**config.mk**
```make
export PLATFORM = sky130hd
export DESIGN_NAME = capcmp_timer
export DESIGN_NICKNAME = d
export VERILOG_FILES = /design/src/rtl/capcmp_pkg.sv /design/src/rtl/capcmp_counter.sv /design/src/rtl/capcmp_edge.sv /design/src/rtl/capcmp_channel.sv /design/src/rtl/capcmp_timer.sv
export SDC_FILE = /design/constraint.sdc
export NUM_CORES = 1
export LEC_CHECK = 0
export BUFFER_PORTS_ARGS = -buffer_cell sky130_fd_sc_hd__buf_2
export CORE_MARGIN = 5
export CORE_UTILIZATION = 30
export DETAILED_ROUTE_END_ITERATION = 6
export PLACE_DENSITY = 0.57
export SLEW_MARGIN = 40
export SYNTH_ARGS = -nofsm -noshare
export SYNTH_HDL_FRONTEND = slang
export SYNTH_SLANG_ARGS = --single-unit
```
**constraint.sdc**
```tcl
create_clock -name clk -period 6.03 [get_ports clk]
set_input_delay 0.3015 -clock clk [delete_from_list [all_inputs] [get_ports clk]]
set_output_delay 0.3015 -clock clk [all_outputs]
set_load 0.02 [all_outputs]
```
**src/rtl/capcmp_pkg.sv**
```systemverilog
package capcmp_pkg;

  localparam int ADDR_W = 3;

  localparam logic [ADDR_W-1:0] A_CNT = 3'd0;
  localparam logic [ADDR_W-1:0] A_CFG = 3'd1;
  localparam logic [ADDR_W-1:0] A_STS = 3'd2;
  localparam int                A_PRI = 4;

  typedef enum logic [1:0] {
    ACT_KEEP = 2'b00,
    ACT_LOW  = 2'b01,
    ACT_HIGH = 2'b10,
    ACT_TOG  = 2'b11
  } act_e;

  // Per-channel configuration, low 7 bits of the channel byte.
  typedef struct packed {
    logic       irq_en;    // bit 6
    logic       buf_en;    // bit 5
    act_e       act;       // bits 4:3
    logic [1:0] edg;       // bits 2:1
    logic       cap_mode;  // bit 0
  } ch_cfg_t;

  function automatic logic apply_act(act_e a, logic cur);
    logic r;
    case (a)
      ACT_LOW:  r = 1'b0;
      ACT_HIGH: r = 1'b1;
      ACT_TOG:  r = ~cur;
      default:  r = cur;
    endcase
    return r;
  endfunction

endpackage

```
**src/rtl/capcmp_counter.sv**
```systemverilog
module capcmp_counter #(
  parameter int W = 16
) (
  input  logic         clk,
  input  logic         rst_n,
  input  logic         tick_i,
  input  logic         ld_i,
  input  logic [W-1:0] ld_val_i,
  output logic [W-1:0] cnt_o
);

  logic [W-1:0] cnt_q, cnt_d;

  always_comb begin
    cnt_d = cnt_q;
    if (ld_i)        cnt_d = ld_val_i;
    else if (tick_i) cnt_d = cnt_q + 1'b1;
  end

  always_ff @(posedge clk or negedge rst_n) begin
    if (!rst_n) cnt_q <= '0;
    else        cnt_q <= cnt_d;
  end

  assign cnt_o = cnt_q;

  // one step per enabled cycle, hold otherwise
  p_cnt_step_r2: assert property (@(posedge clk) disable iff (!rst_n)
    (tick_i && !ld_i) |=> (cnt_q == $past(cnt_q) + 1'b1));
  p_cnt_hold_r2: assert property (@(posedge clk) disable iff (!rst_n)
    (!tick_i && !ld_i) |=> $stable(cnt_q));

endmodule

```
**src/rtl/capcmp_edge.sv**
```systemverilog
module capcmp_edge #(
  parameter int SYNC_N = 2
) (
  input  logic       clk,
  input  logic       rst_n,
  input  logic       pin_i,
  input  logic [1:0] sel_i,
  output logic       evt_o
);

  logic [SYNC_N:0] sh_q, sh_d;
  logic            rise, fall;

  always_comb begin
    sh_d = {sh_q[SYNC_N-1:0], pin_i};
  end

  always_ff @(posedge clk or negedge rst_n) begin
    if (!rst_n) sh_q <= '0;
    else        sh_q <= sh_d;
  end

  assign rise  = sh_q[SYNC_N-1] & ~sh_q[SYNC_N];
  assign fall  = ~sh_q[SYNC_N-1] & sh_q[SYNC_N];
  assign evt_o = (sel_i[0] & rise) | (sel_i[1] & fall);

endmodule

```
**src/rtl/capcmp_channel.sv**
```systemverilog
module capcmp_channel import capcmp_pkg::*; #(
  parameter int W      = 16,
  parameter int SYNC_N = 2
) (
  input  logic         clk,
  input  logic         rst_n,
  input  ch_cfg_t      cfg_i,
  input  logic [W-1:0] cnt_i,
  input  logic         tick_i,
  input  logic         pin_i,
  input  logic         wsel_pri_i,
  input  logic         wsel_buf_i,
  input  logic         wfull_i,
  input  logic [W-1:0] wdata_i,
  input  logic         clr_i,
  output logic [W-1:0] pri_o,
  output logic [W-1:0] buf_o,
  output logic         flag_o,
  output logic         out_o,
  output logic         irq_o
);

  logic         cap_evt;
  logic [W-1:0] pri_q, pri_d, buf_q, buf_d;
  logic         flag_q, flag_d, hit_q, hit_d, out_q, out_d;
  logic         cmp_hit, cap_hit, hw_set;

  capcmp_edge #(.SYNC_N(SYNC_N)) u_edge (
    .clk   (clk),
    .rst_n (rst_n),
    .pin_i (pin_i),
    .sel_i (cfg_i.edg),
    .evt_o (cap_evt)
  );

  always_comb begin
    cmp_hit = !cfg_i.cap_mode && tick_i && (cnt_i == pri_q);
    cap_hit = cfg_i.cap_mode && cap_evt;
    hw_set  = cmp_hit | cap_hit;

    // hardware transfers take priority over the bus
    pri_d = pri_q;
    if (cap_hit)                         pri_d = cnt_i;
    else if (cmp_hit && cfg_i.buf_en)    pri_d = buf_q;
    else if (wsel_pri_i && wfull_i)      pri_d = wdata_i;

    buf_d = buf_q;
    if (cap_hit && cfg_i.buf_en)         buf_d = pri_q;
    else if (wsel_buf_i && wfull_i)      buf_d = wdata_i;

    flag_d = hw_set | (flag_q & ~clr_i);
    hit_d  = cmp_hit;
    out_d  = hit_q ? apply_act(cfg_i.act, out_q) : out_q;
  end

  always_ff @(posedge clk or negedge rst_n) begin
    if (!rst_n) begin
      pri_q  <= '1;
      buf_q  <= '1;
      flag_q <= 1'b0;
      hit_q  <= 1'b0;
      out_q  <= 1'b0;
    end else begin
      pri_q  <= pri_d;
      buf_q  <= buf_d;
      flag_q <= flag_d;
      hit_q  <= hit_d;
      out_q  <= out_d;
    end
  end

  assign pri_o  = pri_q;
  assign buf_o  = buf_q;
  assign flag_o = flag_q;
  assign out_o  = out_q;
  assign irq_o  = flag_q & cfg_i.irq_en;

  // equality on an enabled edge raises the flag
  p_cmp_flag_r3: assert property (@(posedge clk) disable iff (!rst_n)
    (!cfg_i.cap_mode && tick_i && (cnt_i == pri_o)) |=> flag_o);

  // drive-low action lands one clock after the flag
  p_out_low_r4: assert property (@(posedge clk) disable iff (!rst_n)
    (hit_q && cfg_i.act == ACT_LOW) |=> !out_o);

  // buffered compare reloads from the buffer
  p_buf_cmp_r6: assert property (@(posedge clk) disable iff (!rst_n)
    (!cfg_i.cap_mode && cfg_i.buf_en && tick_i && (cnt_i == pri_o))
    |=> (pri_o == $past(buf_o)));

  // buffered capture keeps the previous capture
  p_buf_cap_r7: assert property (@(posedge clk) disable iff (!rst_n)
    (cfg_i.cap_mode && cfg_i.buf_en && cap_evt)
    |=> (buf_o == $past(pri_o) && pri_o == $past(cnt_i)));

  // partial writes leave the primary register alone
  p_byte_ign_r8: assert property (@(posedge clk) disable iff (!rst_n)
    (wsel_pri_i && !wfull_i && !hw_set) |=> $stable(pri_o));

  // hardware set beats a simultaneous clear
  p_set_wins_r10: assert property (@(posedge clk) disable iff (!rst_n)
    (hw_set && clr_i) |=> flag_o);

endmodule

```
**src/rtl/capcmp_timer.sv**
```systemverilog
module capcmp_timer import capcmp_pkg::*; #(
  parameter int W      = 16,
  parameter int NCH    = 2,
  parameter int SYNC_N = 2
) (
  input  logic              clk,
  input  logic              rst_n,
  input  logic              cnt_en_i,
  input  logic [ADDR_W-1:0] bus_addr_i,
  input  logic              bus_wr_i,
  input  logic              bus_rd_i,
  input  logic [W/8-1:0]    bus_be_i,
  input  logic [W-1:0]      bus_wdata_i,
  output logic [W-1:0]      bus_rdata_o,
  input  logic [NCH-1:0]    cap_i,
  output logic [NCH-1:0]    cmp_o,
  output logic [NCH-1:0]    flag_o,
  output logic              irq_o
);

  localparam int CFG_W = 8 * NCH;

  logic             wfull, wr_cnt, wr_cfg, wr_sts, rd_sts;
  logic [W-1:0]     cnt;
  logic [CFG_W-1:0] cfg_q, cfg_d;
  logic [NCH-1:0]   flag, armed_q, armed_d, clr, ch_irq;
  logic [W-1:0]     pri [NCH];
  logic [W-1:0]     bufv [NCH];
  ch_cfg_t          cfg_c [NCH];

  assign wfull  = &bus_be_i;
  assign wr_cnt = bus_wr_i && wfull && (bus_addr_i == A_CNT);
  assign wr_cfg = bus_wr_i && wfull && (bus_addr_i == A_CFG);
  assign wr_sts = bus_wr_i && wfull && (bus_addr_i == A_STS);
  assign rd_sts = bus_rd_i && (bus_addr_i == A_STS);

  capcmp_counter #(.W(W)) u_cnt (
    .clk      (clk),
    .rst_n    (rst_n),
    .tick_i   (cnt_en_i),
    .ld_i     (wr_cnt),
    .ld_val_i (bus_wdata_i),
    .cnt_o    (cnt)
  );

  always_comb begin
    cfg_d = wr_cfg ? bus_wdata_i[CFG_W-1:0] : cfg_q;
    // a clear is armed by reading the bit as 1 and dropped once the flag is 0
    armed_d = flag & (armed_q | {NCH{rd_sts}});
    clr     = {NCH{wr_sts}} & ~bus_wdata_i[NCH-1:0] & armed_q;
  end

  always_ff @(posedge clk or negedge rst_n) begin
    if (!rst_n) begin
      cfg_q   <= '0;
      armed_q <= '0;
    end else begin
      cfg_q   <= cfg_d;
      armed_q <= armed_d;
    end
  end

  for (genvar ch = 0; ch < NCH; ch++) begin : g_ch
    localparam logic [ADDR_W-1:0] AP = ADDR_W'(A_PRI + ch);
    localparam logic [ADDR_W-1:0] AB = ADDR_W'(A_PRI + NCH + ch);

    assign cfg_c[ch] = ch_cfg_t'(cfg_q[8*ch +: 7]);

    capcmp_channel #(.W(W), .SYNC_N(SYNC_N)) u_ch (
      .clk        (clk),
      .rst_n      (rst_n),
      .cfg_i      (cfg_c[ch]),
      .cnt_i      (cnt),
      .tick_i     (cnt_en_i),
      .pin_i      (cap_i[ch]),
      .wsel_pri_i (bus_wr_i && (bus_addr_i == AP)),
      .wsel_buf_i (bus_wr_i && (bus_addr_i == AB)),
      .wfull_i    (wfull),
      .wdata_i    (bus_wdata_i),
      .clr_i      (clr[ch]),
      .pri_o      (pri[ch]),
      .buf_o      (bufv[ch]),
      .flag_o     (flag[ch]),
      .out_o      (cmp_o[ch]),
      .irq_o      (ch_irq[ch])
    );

    // a zero written without a prior read leaves the flag set
    p_clr_needs_read_r9: assert property (@(posedge clk) disable iff (!rst_n)
      (wr_sts && !bus_wdata_i[ch] && !armed_q[ch] && flag[ch]) |=> flag[ch]);
  end

  always_comb begin
    bus_rdata_o = '0;
    if (bus_addr_i == A_CNT)      bus_rdata_o = cnt;
    else if (bus_addr_i == A_CFG) bus_rdata_o = W'(cfg_q);
    else if (bus_addr_i == A_STS) bus_rdata_o = W'(flag);
    for (int ch = 0; ch < NCH; ch++) begin
      if (bus_addr_i == ADDR_W'(A_PRI + ch))       bus_rdata_o = pri[ch];
      if (bus_addr_i == ADDR_W'(A_PRI + NCH + ch)) bus_rdata_o = bufv[ch];
    end
  end

  assign flag_o = flag;
  assign irq_o  = |ch_irq;

endmodule

```
After elaboration in Yosys (flattened, before gate mapping):

Cells that the tools add are included.

* word-level logic and storage cells: 119
* output and inout bits: 21
* bits in registers: 110

* equal/unequal tests: 14
* mux-type cells: 21
* reduce and logical (&&, ||, !) cells: 37
* add/sub/neg operators: 1
* bitwise operators: 31

Operators with widths (count)
* 16-bit 2-to-1 mux: 18
* 16-bit == test: 2
* 1-bit logical AND: 23
* 16-bit by 1-bit adder with 16-bit output (second input constant): 1
* 1-bit bitwise AND: 12
* 3-bit == test (second input constant): 4
* 3-bit nonzero test: 4
* 2-bit == test (second input constant): 4
* 1-bit NOT: 8
* 2-bit bitwise AND: 3
* 1-bit bitwise OR: 6
* 1-bit one-hot mux with 3 select lines: 2
* 2-bit AND reduction: 3
* 2-bit nonzero test: 3
* 2-bit by 1-bit == test with 1-bit output (second input constant): 2
* 3-bit by 1-bit == test with 1-bit output (second input constant): 1
* 3-bit by 2-bit == test with 1-bit output (second input constant): 1
* 3-bit logical NOT: 1
* 1-bit logical NOT: 2
* 2-bit 2-to-1 mux: 1
* 2-bit NOT: 1
* 2-bit bitwise OR: 1
* 2-bit OR reduction: 1

Longest topological paths before layout:

* depth in word-level cells: 8
* depth in mapped cells: 9
* gate-level depth less buffers: 6

Cells and area by module:

A second synthesis with hierarchy kept.

* cell total of the unflattened synthesis: 704
* area, all modules: 6845.3 um2

Modules (own cells, without submodules)
* capcmp_channel: cells an instance 200, seq. area each 915.9 um2, times used 2, area an instance 2013.2 um2
* capcmp_timer: cells an instance 193, seq. area each 450.4 um2, times used 1, area an instance 1685.4 um2
* capcmp_counter: cells an instance 99, seq. area each 400.4 um2, times used 1, area an instance 943.4 um2
* capcmp_edge: cells an instance 6, seq. area each 75.1 um2, times used 2, area an instance 95.1 um2

Worst setup path before layout:

Ideal clock, no wire load.

* path kind: flip-flop to flip-flop
* from: register u_cnt.cnt_q[1], in the netlist u_cnt.cnt_o[1]
* to: register g_ch[1].u_ch.pri_q[10]
* setup slack: 3470 ps
* buffers on the path: 3
* clock period less this slack: 2560 ps
* arrival time: 2478 ps
* stages on the path, launching flop included: 9
* cells stage by stage: dfrtp_1 buf_4 xor2_1 or4_1 or4b_1 buf_6 buf_12 mux2_4 mux2_2

* longest elaborated chain between the ends: 5
* elaborated cells between the ends (all ways): 6

RTL lines
* start: declaration: RTL line capcmp_counter.sv:12 `logic [W-1:0] cnt_q, cnt_d;`
* start signal: assignment: RTL line capcmp_counter.sv:22 `else cnt_q <= cnt_d;`
* 16-bit == test (*): RTL line capcmp_channel.sv:37 `cmp_hit = !cfg_i.cap_mode && tick_i && (cnt_i == pri_q);`
* 1-bit logical AND (*): RTL line capcmp_channel.sv:37
* 1-bit logical AND (*): RTL line capcmp_channel.sv:44 `else if (cmp_hit && cfg_i.buf_en) pri_d = buf_q;`
* 16-bit 2-to-1 mux: RTL line capcmp_channel.sv:44
* 16-bit 2-to-1 mux: RTL line capcmp_channel.sv:43 `if (cap_hit) pri_d = cnt_i;`
* end signal: assignment: RTL line capcmp_channel.sv:64 `pri_q <= pri_d;`
* end: declaration: RTL line capcmp_channel.sv:24 `logic [W-1:0] pri_q, pri_d, buf_q, buf_d;`

Every way passes the cells marked *; elsewhere a longest branch is shown, timed or not.
A chain may end at the register's enable or synchronous reset.

Worst setup path after layout:

* from: register u_cnt.cnt_q[3], in the netlist u_cnt.cnt_o[3]
* to: register g_ch[1].u_ch.pri_q[12]

Same word-level chain as after synthesis.

==> metrics.txt <==
status=finished clean; Final setup viols=0; die area=0.02523 sq mm; Setup Skew=0.008740 ns; detailed router's first-iteration violation count=559; P per Cell Area=439.0 mW/mm^2; Tightest Pin Transition=0.8621 ns; Achievable Freq=0.3389 GHz; synth warn=0; worst hold-check path type=input port to register; Cell Area, Synth=0.006646 sq mm; Seq/Total Area, Yosys=42.62%; fraction of layout cells with a size suffix above 1=29.60%; max-slew violations=0; Via-to-Cell Ratio=5.327; EDFF count, synth=0; setup_tns=0 ns; # fillers=2238; dpl cells=986; Synth Flop Type=dfstp_2; clk buf depth=2; post-layout util=33.91%; die height=158.8 um; fin cells=1003; Mapped Avg Cell Area=9.401 sq um; unrepaired setup endpoints after global routing=no; GRT Residual Overflow=0; DP HPWL=14390 um; clk slew on worst S/H paths=0.08 ns; global-route wire length before repair=33040 um; Buffers on Ports=48; relative slew slack=42.53%; pin count of the biggest net entering global routing=72; antenna violations before repair=0; Post-Syn Nets=736; setup ws final=3.079 ns; GR Util All Layers=16.57%; WL/cell=21.07 um; drt drc=0; Area after DPL=0.007082 sq mm; register area=0.002833 sq mm; Final ANT Viol Nets=0; CTS tree=built; Post-Syn Instances=707; via count=5343; Crit. End Element=register; reg2reg path depth=5; pre-CTS setup slack=3.092 ns; Synth Area in XOR/XNOR=5.403%; Clock Root Buffer=clkbuf_16; CTS sink cnt=110; CORE AREA=0.02182 sq mm; IO Pins=49; post-CTS setup buffers=0; simple-gate portion of the synthesized area=13.63%; maxcap violations=0; CP arrival=3.25 ns; ant diodes=0; overall routed net length=21130 um; die width=158.8 um; part of the cycle the worst path needs=48.93%; CP max FO=16; Tot Pwr=3.249 mW; Post-CTS Resized=0; clock period minus final worst setup slack=2.951 ns; vias in the first global route=5348; worst-skew pair later-pin latency=0.37 ns; final hold vios=0; #FFs+latches synth=110; Synth async-reset ratio=100.0%; drt first pass iters=5; Compound-Gate Fraction of Synth Area=14.33%; crit path launch type=register; Synth cell types=46; fin area=0.007401 sq mm; GP Congestion=0.8499; largest family of logic cells by synthesized area=multiplexers; Layout area overhead=11.35%; hold depth=1; Req. time, crit path=6.33 ns; CTS buffer count=9; adder-cell area share of the yosys netlist=0.1883%; # rows=54; Initial Util=30.46%; WHS=0.04206 ns; crit path kind=register to register; # hold bufs at CTS=1; LEAKAGE=2.983 nW; area of the multi-input gates=0.003507 sq mm; multiplexer share of the synthesized area=18.69%; IR drop worst, VDD=120.4 uV; H-tree depth=3; Layout Nets=747
-- cells by family (layout without fill, tap and decap cells) --
group	after synthesis	in the layout
AOI/OAI and AO/OA	164	164
xor gates and xnor gates	41	41
adders and majority gates	1	1
buffers and inverters	74	90
DFF	110	110
muxes	111	111
and+or+nand+nor	206	206
-- power by group --
| group | switching (mW) | total (mW) | internal, mW |
|---|---|---|---|
| logic | 0.534 | 1.02 | 0.484 |
| registers | 0.406 | 1.60 | 1.19 |
| clock network | 0.290 | 0.636 | 0.346 |
-- cell usage after synthesis, types with 4 or more instances --
| master | count | area (sq um) |
|---|---|---|
| nor2_1 | 115 | 431.7 |
| a21oi_1 | 97 | 485.5 |
| dfstp_2 | 64 | 1682 |
| mux2i_1 | 51 | 510.5 |
| mux2_2 | 49 | 551.8 |
| clkbuf_1 | 47 | 176.4 |
| dfrtp_1 | 46 | 1151 |
| nand2_1 | 45 | 168.9 |
| xnor2_1 | 21 | 183.9 |
| xor2_1 | 20 | 175.2 |
| o21ai_0 | 19 | 95.09 |
| o22ai_1 | 18 | 112.6 |
| o2bb2ai_1 | 16 | 140.1 |
| inv_1 | 10 | 37.54 |
| mux2_4 | 9 | 135.1 |
| nand3_1 | 9 | 45.04 |
| nand3b_1 | 6 | 45.04 |
| buf_4 | 5 | 37.54 |
| nand4_1 | 5 | 31.28 |
| nor3_1 | 4 | 20.02 |
| or4_1 | 4 | 30.03 |
-- path summary, 6_finish.rpt --
path,end,slack [ns],start
min reg2reg,g_ch[1].u_ch.u_edge.sh_q[1],0.35,g_ch[1].u_ch.u_edge.sh_q[0]
max reg2reg,g_ch[1].u_ch.pri_o[12],3.08,u_cnt.cnt_o[3]
min in group asynchronous,cfg_q[2],0.52,rst_n
max in group asynchronous,g_ch[0].u_ch.buf_o[15],4.46,rst_n
max,g_ch[1].u_ch.pri_o[12],3.08,u_cnt.cnt_o[3]
min,g_ch[1].u_ch.u_edge.sh_q[0],0.04,cap_i[1]
-- final cells by class --
type | count | area share [%]
tap | 280 | 4.734
timing repair buffer | 62 | 4.784
clock inverter | 6 | 0.7946
sequential | 110 | 38.28
multi-input combinational | 523 | 47.39
inverter | 12 | 0.6424
clock buffer | 10 | 3.381
-- worst max-delay path, cell delays in order, from the launching register on --
cell     delay, ns
dfrtp_1       0.57
o22ai_1       0.13
or4_1         0.55
or4b_2        0.98
mux2_4        0.39
mux2_2        0.26
-- cell usage in the layout, fill, tap and decap left out, types with 2 or more instances in the layout --
cell,count
dfstp_2,64
buf_4,13
o22ai_1,18
nand2_1,43
clkinv_2,6
xor2_1,20
o211ai_1,2
and4_1,3
nand4_1,5
and3_1,2
nand3b_1,6
buf_2,47
inv_1,10
o2bb2ai_1,16
mux4_2,2
a21oi_1,96
mux2i_1,51
o21a_1,2
a31oi_1,2
nor3b_1,2
mux2_2,49
nand3_1,9
nor4_1,3
dfrtp_1,46
nor2_1,113
nor2b_1,2
clkbuf_16,10
mux2_4,9
a211oi_1,2
a222oi_1,2
nand2_2,2
nor3_1,3
or4_1,3
xnor2_1,21
o21ai_0,19
-- state kept, by name, indices dropped and copies added, names as in the netlist, 6 cells and up --
register and count:
cfg_q 16, g_ch.u_ch.buf_o 32, g_ch.u_ch.pri_o 32, g_ch.u_ch.u_edge.sh_q 6, u_cnt.cnt_o 16
-- per-layer routing --
| metal | up-vias | global-route usage [%] | share of wire (%) | routed length (um) |
|---|---|---|---|---|
| li1 | 2501 | - | - | - |
| met3 | 28 | 2.048 | 5.5 | 1158 |
| met4 | 0 | 5.749 | 2.2 | 474 |
| met2 | 194 | 25.71 | 46 | 9622 |
| met5 | - | 0 | 0 | 0 |
| met1 | 2620 | 23.83 | 47 | 9878 |
No activity file was read; power rests on OpenSTA's default activity.
